**src/rtl/dv_pkg.sv**
```systemverilog
package dv_pkg;

  typedef enum logic [1:0] {
    DV_SZ_BYTE  = 2'd0,
    DV_SZ_WORD  = 2'd1,
    DV_SZ_DWORD = 2'd2,
    DV_SZ_ALT   = 2'd3
  } dv_size_e;

  typedef enum logic [1:0] {
    DV_ST_IDLE = 2'd0,
    DV_ST_RUN  = 2'd1,
    DV_ST_POST = 2'd2
  } dv_state_e;

  // Index 0..2 of the per-size variant; the spare code aliases the widest.
  function automatic logic [1:0] dv_size_idx(input dv_size_e s);
    return (s == DV_SZ_ALT) ? 2'd2 : logic'(1'b0) ? 2'd0 : 2'(s);
  endfunction

endpackage

```
**src/rtl/dv_operand_prep.sv**
```systemverilog
// Converts raw operands to magnitudes for the selected size and performs
// the early range test (high half of |dividend| against |divisor|).
module dv_operand_prep
  import dv_pkg::*;
#(
  parameter int W = 32
) (
  input  dv_size_e         size,
  input  logic             signed_en,
  input  logic [2*W-1:0]   dividend,
  input  logic [W-1:0]     divisor,
  output logic [W-1:0]     hi_mag,
  output logic [W-1:0]     lo_aligned,
  output logic [W-1:0]     dvs_mag,
  output logic             neg_quot,
  output logic             neg_rem,
  output logic             pre_ovf
);

  logic [W-1:0] hi_c [3];
  logic [W-1:0] lo_c [3];
  logic [W-1:0] mb_c [3];
  logic         nq_c [3];
  logic         nr_c [3];
  logic         po_c [3];

  for (genvar g = 0; g < 3; g++) begin : g_size
    localparam int N = W >> (2 - g);
    logic [2*N-1:0] a_raw;
    logic [N-1:0]   b_raw;
    logic           a_neg;
    logic           b_neg;
    logic [2*N-1:0] a_mag;
    logic [N-1:0]   b_mag;

    assign a_raw = dividend[2*N-1:0];
    assign b_raw = divisor[N-1:0];
    assign a_neg = signed_en & a_raw[2*N-1];
    assign b_neg = signed_en & b_raw[N-1];
    assign a_mag = a_neg ? (~a_raw + 1'b1) : a_raw;
    assign b_mag = b_neg ? (~b_raw + 1'b1) : b_raw;

    assign hi_c[g] = W'(a_mag[2*N-1:N]);
    assign lo_c[g] = W'(a_mag[N-1:0]) << (W - N);
    assign mb_c[g] = W'(b_mag);
    assign nq_c[g] = a_neg ^ b_neg;
    assign nr_c[g] = a_neg;
    // Quotient would reach 2^N (covers a zero divisor as well).
    assign po_c[g] = (a_mag[2*N-1:N] >= b_mag);
  end

  always_comb begin
    case (dv_size_idx(size))
      2'd0: begin
        hi_mag = hi_c[0]; lo_aligned = lo_c[0]; dvs_mag = mb_c[0];
        neg_quot = nq_c[0]; neg_rem = nr_c[0]; pre_ovf = po_c[0];
      end
      2'd1: begin
        hi_mag = hi_c[1]; lo_aligned = lo_c[1]; dvs_mag = mb_c[1];
        neg_quot = nq_c[1]; neg_rem = nr_c[1]; pre_ovf = po_c[1];
      end
      default: begin
        hi_mag = hi_c[2]; lo_aligned = lo_c[2]; dvs_mag = mb_c[2];
        neg_quot = nq_c[2]; neg_rem = nr_c[2]; pre_ovf = po_c[2];
      end
    endcase
  end

endmodule

```
**src/rtl/dv_restore_core.sv**
```systemverilog
// Restoring shift-subtract datapath: one quotient bit per enabled step.
// The low half of the dividend enters left-aligned in the shift register
// and quotient bits fill it from the bottom.
module dv_restore_core #(
  parameter int W = 32
) (
  input  logic         clk,
  input  logic         rst_n,
  input  logic         load,
  input  logic         step,
  input  logic [W-1:0] hi_in,
  input  logic [W-1:0] lo_in,
  input  logic [W-1:0] dvs_in,
  output logic [W-1:0] rem_mag,
  output logic [W-1:0] quo_mag,
  output logic [W-1:0] dvs_mag
);

  logic [W-1:0] part_q, part_d;
  logic [W-1:0] shf_q, shf_d;
  logic [W-1:0] dvs_q;
  logic [W:0]   trial;
  logic [W:0]   diff;
  logic         take;

  always_comb begin
    trial  = {part_q, shf_q[W-1]};
    diff   = trial - {1'b0, dvs_q};
    take   = (trial >= {1'b0, dvs_q});
    part_d = part_q;
    shf_d  = shf_q;
    if (load) begin
      part_d = hi_in;
      shf_d  = lo_in;
    end else if (step) begin
      part_d = take ? diff[W-1:0] : trial[W-1:0];
      shf_d  = {shf_q[W-2:0], take};
    end
  end

  always_ff @(posedge clk or negedge rst_n) begin
    if (!rst_n) begin
      part_q <= '0;
      shf_q  <= '0;
    end else if (load || step) begin
      part_q <= part_d;
      shf_q  <= shf_d;
    end
  end

  always_ff @(posedge clk or negedge rst_n) begin
    if (!rst_n) begin
      dvs_q <= '0;
    end else if (load) begin
      dvs_q <= dvs_in;
    end
  end

  assign rem_mag = part_q;
  assign quo_mag = shf_q;
  assign dvs_mag = dvs_q;

endmodule

```
**src/rtl/dv_result_fix.sv**
```systemverilog
// Applies signs to the magnitudes and decides the final range verdict.
module dv_result_fix
  import dv_pkg::*;
#(
  parameter int W = 32
) (
  input  dv_size_e     size,
  input  logic         signed_en,
  input  logic         allow_min,
  input  logic         neg_quot,
  input  logic         neg_rem,
  input  logic         pre_ovf,
  input  logic [W-1:0] q_mag,
  input  logic [W-1:0] r_mag,
  output logic [W-1:0] quot,
  output logic [W-1:0] rem,
  output logic         err
);

  logic [W-1:0] q_c [3];
  logic [W-1:0] r_c [3];
  logic         e_c [3];

  for (genvar g = 0; g < 3; g++) begin : g_size
    localparam int N = W >> (2 - g);
    logic [N-1:0] qm;
    logic [N-1:0] rm;
    logic [N-1:0] qs;
    logic [N-1:0] rs;
    logic         top_set;
    logic         low_any;
    logic         s_err;

    assign qm      = q_mag[N-1:0];
    assign rm      = r_mag[N-1:0];
    assign top_set = qm[N-1];
    assign low_any = |qm[N-2:0];
    // Positive limit is 2^(N-1)-1; negative limit is 2^(N-1) when allowed.
    assign s_err   = neg_quot ? (top_set & (low_any | ~allow_min)) : top_set;
    assign qs      = neg_quot ? (~qm + 1'b1) : qm;
    assign rs      = neg_rem  ? (~rm + 1'b1) : rm;
    assign q_c[g]  = W'(qs);
    assign r_c[g]  = W'(rs);
    assign e_c[g]  = pre_ovf | (signed_en & s_err);
  end

  always_comb begin
    case (dv_size_idx(size))
      2'd0:    begin quot = q_c[0]; rem = r_c[0]; err = e_c[0]; end
      2'd1:    begin quot = q_c[1]; rem = r_c[1]; err = e_c[1]; end
      default: begin quot = q_c[2]; rem = r_c[2]; err = e_c[2]; end
    endcase
  end

endmodule

```
**src/rtl/trap_divider.sv**
```systemverilog
module trap_divider
  import dv_pkg::*;
#(
  parameter int W = 32
) (
  input  logic           clk,
  input  logic           rst_n,
  input  logic           start,
  input  logic [1:0]     size_sel,
  input  logic           signed_en,
  input  logic           allow_min,
  input  logic [2*W-1:0] dividend,
  input  logic [W-1:0]   divisor,
  output logic           busy,
  output logic           done,
  output logic           div_err,
  output logic [W-1:0]   quotient,
  output logic [W-1:0]   remainder
);

  localparam int CW = $clog2(W + 1);

  dv_state_e    state_q, state_d;
  logic [CW-1:0] cnt_q, cnt_d;
  dv_size_e     size_q;
  logic         sgn_q, amin_q, nq_q, nr_q, po_q;
  logic         done_q, done_d;
  logic         err_q, err_d;
  logic [W-1:0] quot_q, quot_d;
  logic [W-1:0] rem_q, rem_d;

  logic         accept;
  logic         step;
  dv_size_e     size_in;

  logic [W-1:0] p_hi, p_lo, p_dvs;
  logic         p_nq, p_nr, p_po;
  logic [W-1:0] c_rem, c_quo, c_dvs;
  logic [W-1:0] f_quot, f_rem;
  logic         f_err;

  function automatic logic [CW-1:0] width_of(input dv_size_e s);
    case (dv_size_idx(s))
      2'd0:    return CW'(W / 4);
      2'd1:    return CW'(W / 2);
      default: return CW'(W);
    endcase
  endfunction

  assign size_in = dv_size_e'(size_sel);
  assign accept  = start && (state_q == DV_ST_IDLE);
  assign step    = (state_q == DV_ST_RUN);

  dv_operand_prep #(.W(W)) u_prep (
    .size       (size_in),
    .signed_en  (signed_en),
    .dividend   (dividend),
    .divisor    (divisor),
    .hi_mag     (p_hi),
    .lo_aligned (p_lo),
    .dvs_mag    (p_dvs),
    .neg_quot   (p_nq),
    .neg_rem    (p_nr),
    .pre_ovf    (p_po)
  );

  dv_restore_core #(.W(W)) u_core (
    .clk     (clk),
    .rst_n   (rst_n),
    .load    (accept),
    .step    (step),
    .hi_in   (p_hi),
    .lo_in   (p_lo),
    .dvs_in  (p_dvs),
    .rem_mag (c_rem),
    .quo_mag (c_quo),
    .dvs_mag (c_dvs)
  );

  dv_result_fix #(.W(W)) u_fix (
    .size      (size_q),
    .signed_en (sgn_q),
    .allow_min (amin_q),
    .neg_quot  (nq_q),
    .neg_rem   (nr_q),
    .pre_ovf   (po_q),
    .q_mag     (c_quo),
    .r_mag     (c_rem),
    .quot      (f_quot),
    .rem       (f_rem),
    .err       (f_err)
  );

  // Next-state logic
  always_comb begin
    state_d = state_q;
    cnt_d   = cnt_q;
    done_d  = 1'b0;
    err_d   = 1'b0;
    quot_d  = quot_q;
    rem_d   = rem_q;
    case (state_q)
      DV_ST_IDLE: begin
        if (start) begin
          state_d = DV_ST_RUN;
          cnt_d   = width_of(size_in);
        end
      end
      DV_ST_RUN: begin
        cnt_d = cnt_q - 1'b1;
        if (cnt_q == CW'(1)) state_d = DV_ST_POST;
      end
      DV_ST_POST: begin
        state_d = DV_ST_IDLE;
        done_d  = 1'b1;
        err_d   = f_err;
        if (!f_err) begin
          quot_d = f_quot;
          rem_d  = f_rem;
        end
      end
      default: state_d = DV_ST_IDLE;
    endcase
  end

  // Control and result registers
  always_ff @(posedge clk or negedge rst_n) begin
    if (!rst_n) begin
      state_q <= DV_ST_IDLE;
      cnt_q   <= '0;
      done_q  <= 1'b0;
      err_q   <= 1'b0;
      quot_q  <= '0;
      rem_q   <= '0;
    end else begin
      state_q <= state_d;
      cnt_q   <= cnt_d;
      done_q  <= done_d;
      err_q   <= err_d;
      quot_q  <= quot_d;
      rem_q   <= rem_d;
    end
  end

  // Operation attributes, captured once per accepted start
  always_ff @(posedge clk or negedge rst_n) begin
    if (!rst_n) begin
      size_q <= DV_SZ_BYTE;
      sgn_q  <= 1'b0;
      amin_q <= 1'b0;
      nq_q   <= 1'b0;
      nr_q   <= 1'b0;
      po_q   <= 1'b0;
    end else if (accept) begin
      size_q <= size_in;
      sgn_q  <= signed_en;
      amin_q <= allow_min;
      nq_q   <= p_nq;
      nr_q   <= p_nr;
      po_q   <= p_po;
    end
  end

  assign busy      = (state_q != DV_ST_IDLE);
  assign done      = done_q;
  assign div_err   = err_q;
  assign quotient  = quot_q;
  assign remainder = rem_q;

  // completion is a single-cycle pulse
  a_r9_done_pulse: assert property (@(posedge clk) disable iff (!rst_n)
    done |=> !done);

  // the unit only becomes busy in response to a start request
  a_r9_busy_from_start: assert property (@(posedge clk) disable iff (!rst_n)
    $rose(busy) |-> $past(start));

  // an error is only reported with completion
  a_r8_err_with_done: assert property (@(posedge clk) disable iff (!rst_n)
    div_err |-> done);

  // a failed operation leaves the visible results untouched
  a_r8_hold_results: assert property (@(posedge clk) disable iff (!rst_n)
    (done && div_err) |-> ($stable(quotient) && $stable(remainder)));

  // partial remainder stays below the divisor while in range
  a_r2_partial_bound: assert property (@(posedge clk) disable iff (!rst_n)
    (state_q == DV_ST_RUN && !po_q) |-> (c_rem < c_dvs));

  // byte-size results leave the upper output bits clear
  a_r1_byte_upper_clear: assert property (@(posedge clk) disable iff (!rst_n)
    (done && !div_err && size_q == DV_SZ_BYTE) |->
      (quotient[W-1:W/4] == '0 && remainder[W-1:W/4] == '0));

endmodule

```
**config.mk**
```make
export PLATFORM = sky130hd
export DESIGN_NAME = trap_divider
export DESIGN_NICKNAME = d
export VERILOG_FILES = /design/src/rtl/dv_pkg.sv /design/src/rtl/dv_operand_prep.sv /design/src/rtl/dv_restore_core.sv /design/src/rtl/dv_result_fix.sv /design/src/rtl/trap_divider.sv
export SDC_FILE = /design/constraint.sdc
export NUM_CORES = 1
export LEC_CHECK = 0
export BUFFER_PORTS_ARGS = -buffer_cell sky130_fd_sc_hd__buf_2
export CORE_ASPECT_RATIO = 1.1
export CORE_MARGIN = 2
export CORE_UTILIZATION = 35
export CTS_CLUSTER_SIZE = 25
export DETAILED_ROUTE_END_ITERATION = 8
export GPL_ROUTABILITY_DRIVEN = 1
export PLACE_DENSITY_LB_ADDON = 0.12
export SETUP_SLACK_MARGIN = 0.4
export SYNTH_ARGS = -nofsm -noshare
export SYNTH_HDL_FRONTEND = slang
export SYNTH_HIERARCHICAL = 1
export SYNTH_SLANG_ARGS = --single-unit
export TNS_END_PERCENT = 30
```
**constraint.sdc**
```tcl
create_clock -name clk -period 3.3 [get_ports clk]
set_input_delay 0.33 -clock clk [delete_from_list [all_inputs] [get_ports clk]]
set_output_delay 0.33 -clock clk [all_outputs]
set_load 0.03 [all_outputs]
```
==> flow_summary_export.csv <==
group,metric,value,unit
clock_network,numCtsBuffers,17,
grt,globalRouteOverflowTotal,0,
drt,top_layer,"met4",
timing,period_minus_slack,3.41,ns
worst_setup_path,cpMostUsedCell,"sky130_fd_sc_hd__buf_4",
timing,grt_setup_unrepaired,"true",
synthesis,synth_sequential_area_ratio,25.2,%
synthesis,synth.ff_latch_count,177,
synthesis,ys_dominant_reg_cell,"sky130_fd_sc_hd__dfrtp_1",
finish,antennaDiodeCount,0,
status,result_of_the_run,"complete, but fails checks",
worst_setup_path,critical_path_start_end_classification,"primary input to register",
timing,clock_skew_after_layout,0.0105,ns
drt,route.detailed.vias_per_inst,5.32,
synthesis,synth_async_sr_flop_share,100,%
worst_setup_path,worst-endpoint-arrival,3.74,ns
clock_network,sinks_on_the_clock_net,177,
placement,pre_cts_slack,-0.779,ns
clock_network,clock_tree.buffer_depth,2,
timing,slew_headroom,32.1,%
flow_run,timing.max_cap.violations,0,
timing,final-max-slew-violation-count,0,
grt,largest_net_degree_at_the_start_of_global_routing,94,
worst_setup_path,crit_slowest_cell,"sky130_fd_sc_hd__or4_4",
timing,finalSetupViolations,1,
clock_network,cts-root-buf,"sky130_fd_sc_hd__clkbuf_16",
finish,layout_commonest_cell,"sky130_fd_sc_hd__buf_4",
worst_setup_path,critPathMaxFanout,5,
synthesis,ys.warnings.count,6,
timing,whs,0.137,ns
synthesis,post_synth.cell_area_avg,8.32,µm²
worst_setup_path,start_kind,"primary input",
clock_network,worst_skew_pair.late_latency,0.45,ns
grt,globalRouteTotalUtil,24.4,%
die,core_region_area,49800,µm²
power,leakage,0.0103,µW
worst_setup_path,path_buf_inv,5,
grt,first_global_vias,16500,
die,chipWidth,218,µm
die,die-height,239,µm
timing,setup_ws,-0.109,ns
synthesis,synth.lib_cells_used.distinct,107,
synthesis,synth.cell_area,17600,µm²
drt,remaining_drc_errors,0,
clock_network,cts.clk_slew.worst_paths,0.07,ns
die,rows,86,
finish,area.growth.synth_to_final,31.1,%
die,die_area,52100,µm²
grt,first_pass_grt_wire_length,98.9,mm
worst_setup_path,worst_r2r_path_depth,9,
placement,routability_congestion,0.940,
drt,drt.antenna.violating_nets,0,
die,io_pins,170,
worst_setup_path,timing.critical_path.required,3.63,ns
finish,finalNetCount,2758,
finish,drive_above_1_share,32.6,%
drt,met1Wirelength,31.2,mm
synthesis,synth_cells,2113,
timing,timing_worst_slew_pin_value,1.02,ns
drt,drt_first_iter_violations,1180,
finish,mostFrequentLayoutCells,"sky130_fd_sc_hd__buf_4 (373), sky130_fd_sc_hd__nand2_1 (201), sky130_fd_sc_hd__nor2_1 (179)",
worst_setup_path,critical-path-top-delay-family,"simple AND/OR/NAND/NOR gates",
drt,detailedRoute.firstPassIterationCount,5,
timing,final_min_period_over_clock_period,103,%
timing,max_clock_freq,293,MHz
timing,hold_viol,0,
drt,totalWireLength,64.7,mm
worst_setup_path,cp_cell_sequence,"buf_8, buf_4, or4_4, nor3_4, buf_4, nand4_1, buf_4, buf_4, o21ai_0, xor2_1, ha_1, nand2_1, nor2_1, a211oi_2, nor3_2, a2111oi_2, o211ai_1, mux2_4",
power,ir_worst_vdd,0.588,mV
worst_setup_path,critPathCaptureType,"register",
synthesis,synth_enable_flop_cells,0,
drt,drt-wirelength-per-cell,20.0,µm
drt,total_number_of_vias,17200,
finish,filler_instances,4973,
worst_setup_path,cp_num_cells,18,
worst_hold_path,min_path_type,"primary input to register",
synthesis,syn_nets,2311,
die,floorplan.initialDensity,35.3,%
worst_hold_path,hold-path-cell-count,2,
drt,met3_routed_wirelength,2.47,mm
placement,numPortBuffers,169,
worst_setup_path,crit_path_max_incr_delay,0.56,ns
status,failed_checks,"setup timing",
clock_network,cts_tree,"yes",
grt,grt_antenna_before_repair,1,
placement,hpwlAfterDp,51.5,mm
timing,setup-tns-final,-0.109,ns
clock_network,cts.htree.levels,4,
drt,dr_wl_met2,29.4,mm
power,pwr_density_cell,832,nW/µm²
-- cells in the mapped netlist (20+ instances only) --
master                     number  area share (%)
sky130_fd_sc_hd__mux2_4        60             5.1
sky130_fd_sc_hd__nand4_1       20            0.71
sky130_fd_sc_hd__o31ai_1       32             1.4
sky130_fd_sc_hd__nor3_1        41             1.2
sky130_fd_sc_hd__xor2_1       107             5.3
sky130_fd_sc_hd__clkbuf_1      94             2.0
sky130_fd_sc_hd__xnor2_1      127             6.3
sky130_fd_sc_hd__and2_1        60             2.1
sky130_fd_sc_hd__nor3b_1       24             1.0
sky130_fd_sc_hd__inv_1         67             1.4
sky130_fd_sc_hd__a21oi_1      151             4.3
sky130_fd_sc_hd__nor2_1       182             3.9
sky130_fd_sc_hd__nand3_1       31            0.88
sky130_fd_sc_hd__o21ai_0      157             4.5
sky130_fd_sc_hd__a31oi_1       26            0.92
sky130_fd_sc_hd__ha_1          94             6.7
sky130_fd_sc_hd__or3_1         21            0.75
sky130_fd_sc_hd__mux2i_1       52             3.0
sky130_fd_sc_hd__nand2_1      204             4.4
sky130_fd_sc_hd__o21ai_1       31            0.88
sky130_fd_sc_hd__dfrtp_1      177              25
-- final cells by class --
class	instances	area [µm²]	share of cell area, %
multi-input combinational	1726	12800	55.5
sequential	177	4430	19.2
timing repair buffer	569	4140	17.9
tap	660	826	3.58
clock buffer	17	425	1.84
inverter	69	269	1.17
clock inverter	13	176	0.765
-- sequential cells by signal, indices dropped and copies added, names as in the netlist --
name and flops:
po_q 1, quotient 32, u_core/rem_mag 32, div_err 1, state_q 2, nq_q 1
sgn_q 1, done 1, nr_q 1, size_q 2, cnt_q 6, u_core/quo_mag 32
remainder 32, amin_q 1, u_core/dvs_mag 32
-- per-layer routing --
metal,GRT usage (%),up-vias
met2,38.7,445
met5,0,-
li1,-,8429
met1,35.4,8245
met3,1.93,71
met4,7.03,0
-- path summary, 6_finish.rpt --
| check | startpoint | endpoint | slack [ns] |
|---|---|---|---|
| hold / removal | allow_min | amin_q$_DFFE_PN0P_ | 0.14 |
| min in group asynchronous | rst_n | u_core/quo_mag[22]$_DFFE_PN0P_ | 0.47 |
| setup reg to reg | u_core/rem_mag[15]$_DFFE_PN0P_ | u_core/rem_mag[14]$_DFFE_PN0P_ | 0.37 |
| setup / recovery | divisor[1] | po_q$_DFFE_PN0P_ | -0.11 |
| max in group asynchronous | rst_n | u_core/rem_mag[10]$_DFFE_PN0P_ | 1.88 |
| hold reg to reg | quotient[7]$_DFFE_PN0P_ | quotient[7]$_DFFE_PN0P_ | 0.48 |
-- power breakdown --
group          internal (µW)  total, µW  switching, µW
sequential              3090       3960            877
clock                   1200       2140            939
combinational           5920      13100           7170
-- cells by family after synthesis --
group	after synthesis	synth area share, %
simple gates	713	21.2
compound gates	554	20.1
xor+xnor	234	11.7
buf+inv	210	5.91
flops	177	25.2
mux	130	9.23
fa+ha+maj	95	6.80
-- timing repair --
action                                  4_1_cts  5_1_grt
endpoints found under the setup margin       96       98
setup buffers                                14       16
gates resized for setup                      45       96
cloned                                        2        5
hold endpoints to repair                     80        0
hold buffers                                  1        0
pin swaps                                    18       39
-- through the flow --
stage | utilization, % | area, µm² | total power (µW) | std cells
detailed placement | 42.8 | 21300 | 15600 | 3163
global route | 46.3 | 23100 | 20700 | 3231
CTS | 44.8 | 22300 | 18100 | 3210
floorplan | - | 17600 | 12200 | 2113
global placement | 42.8 | 21300 | 15400 | 3163
finish | 46.3 | 23100 | 19200 | 3231
Power figures use the tool's default switching activity.
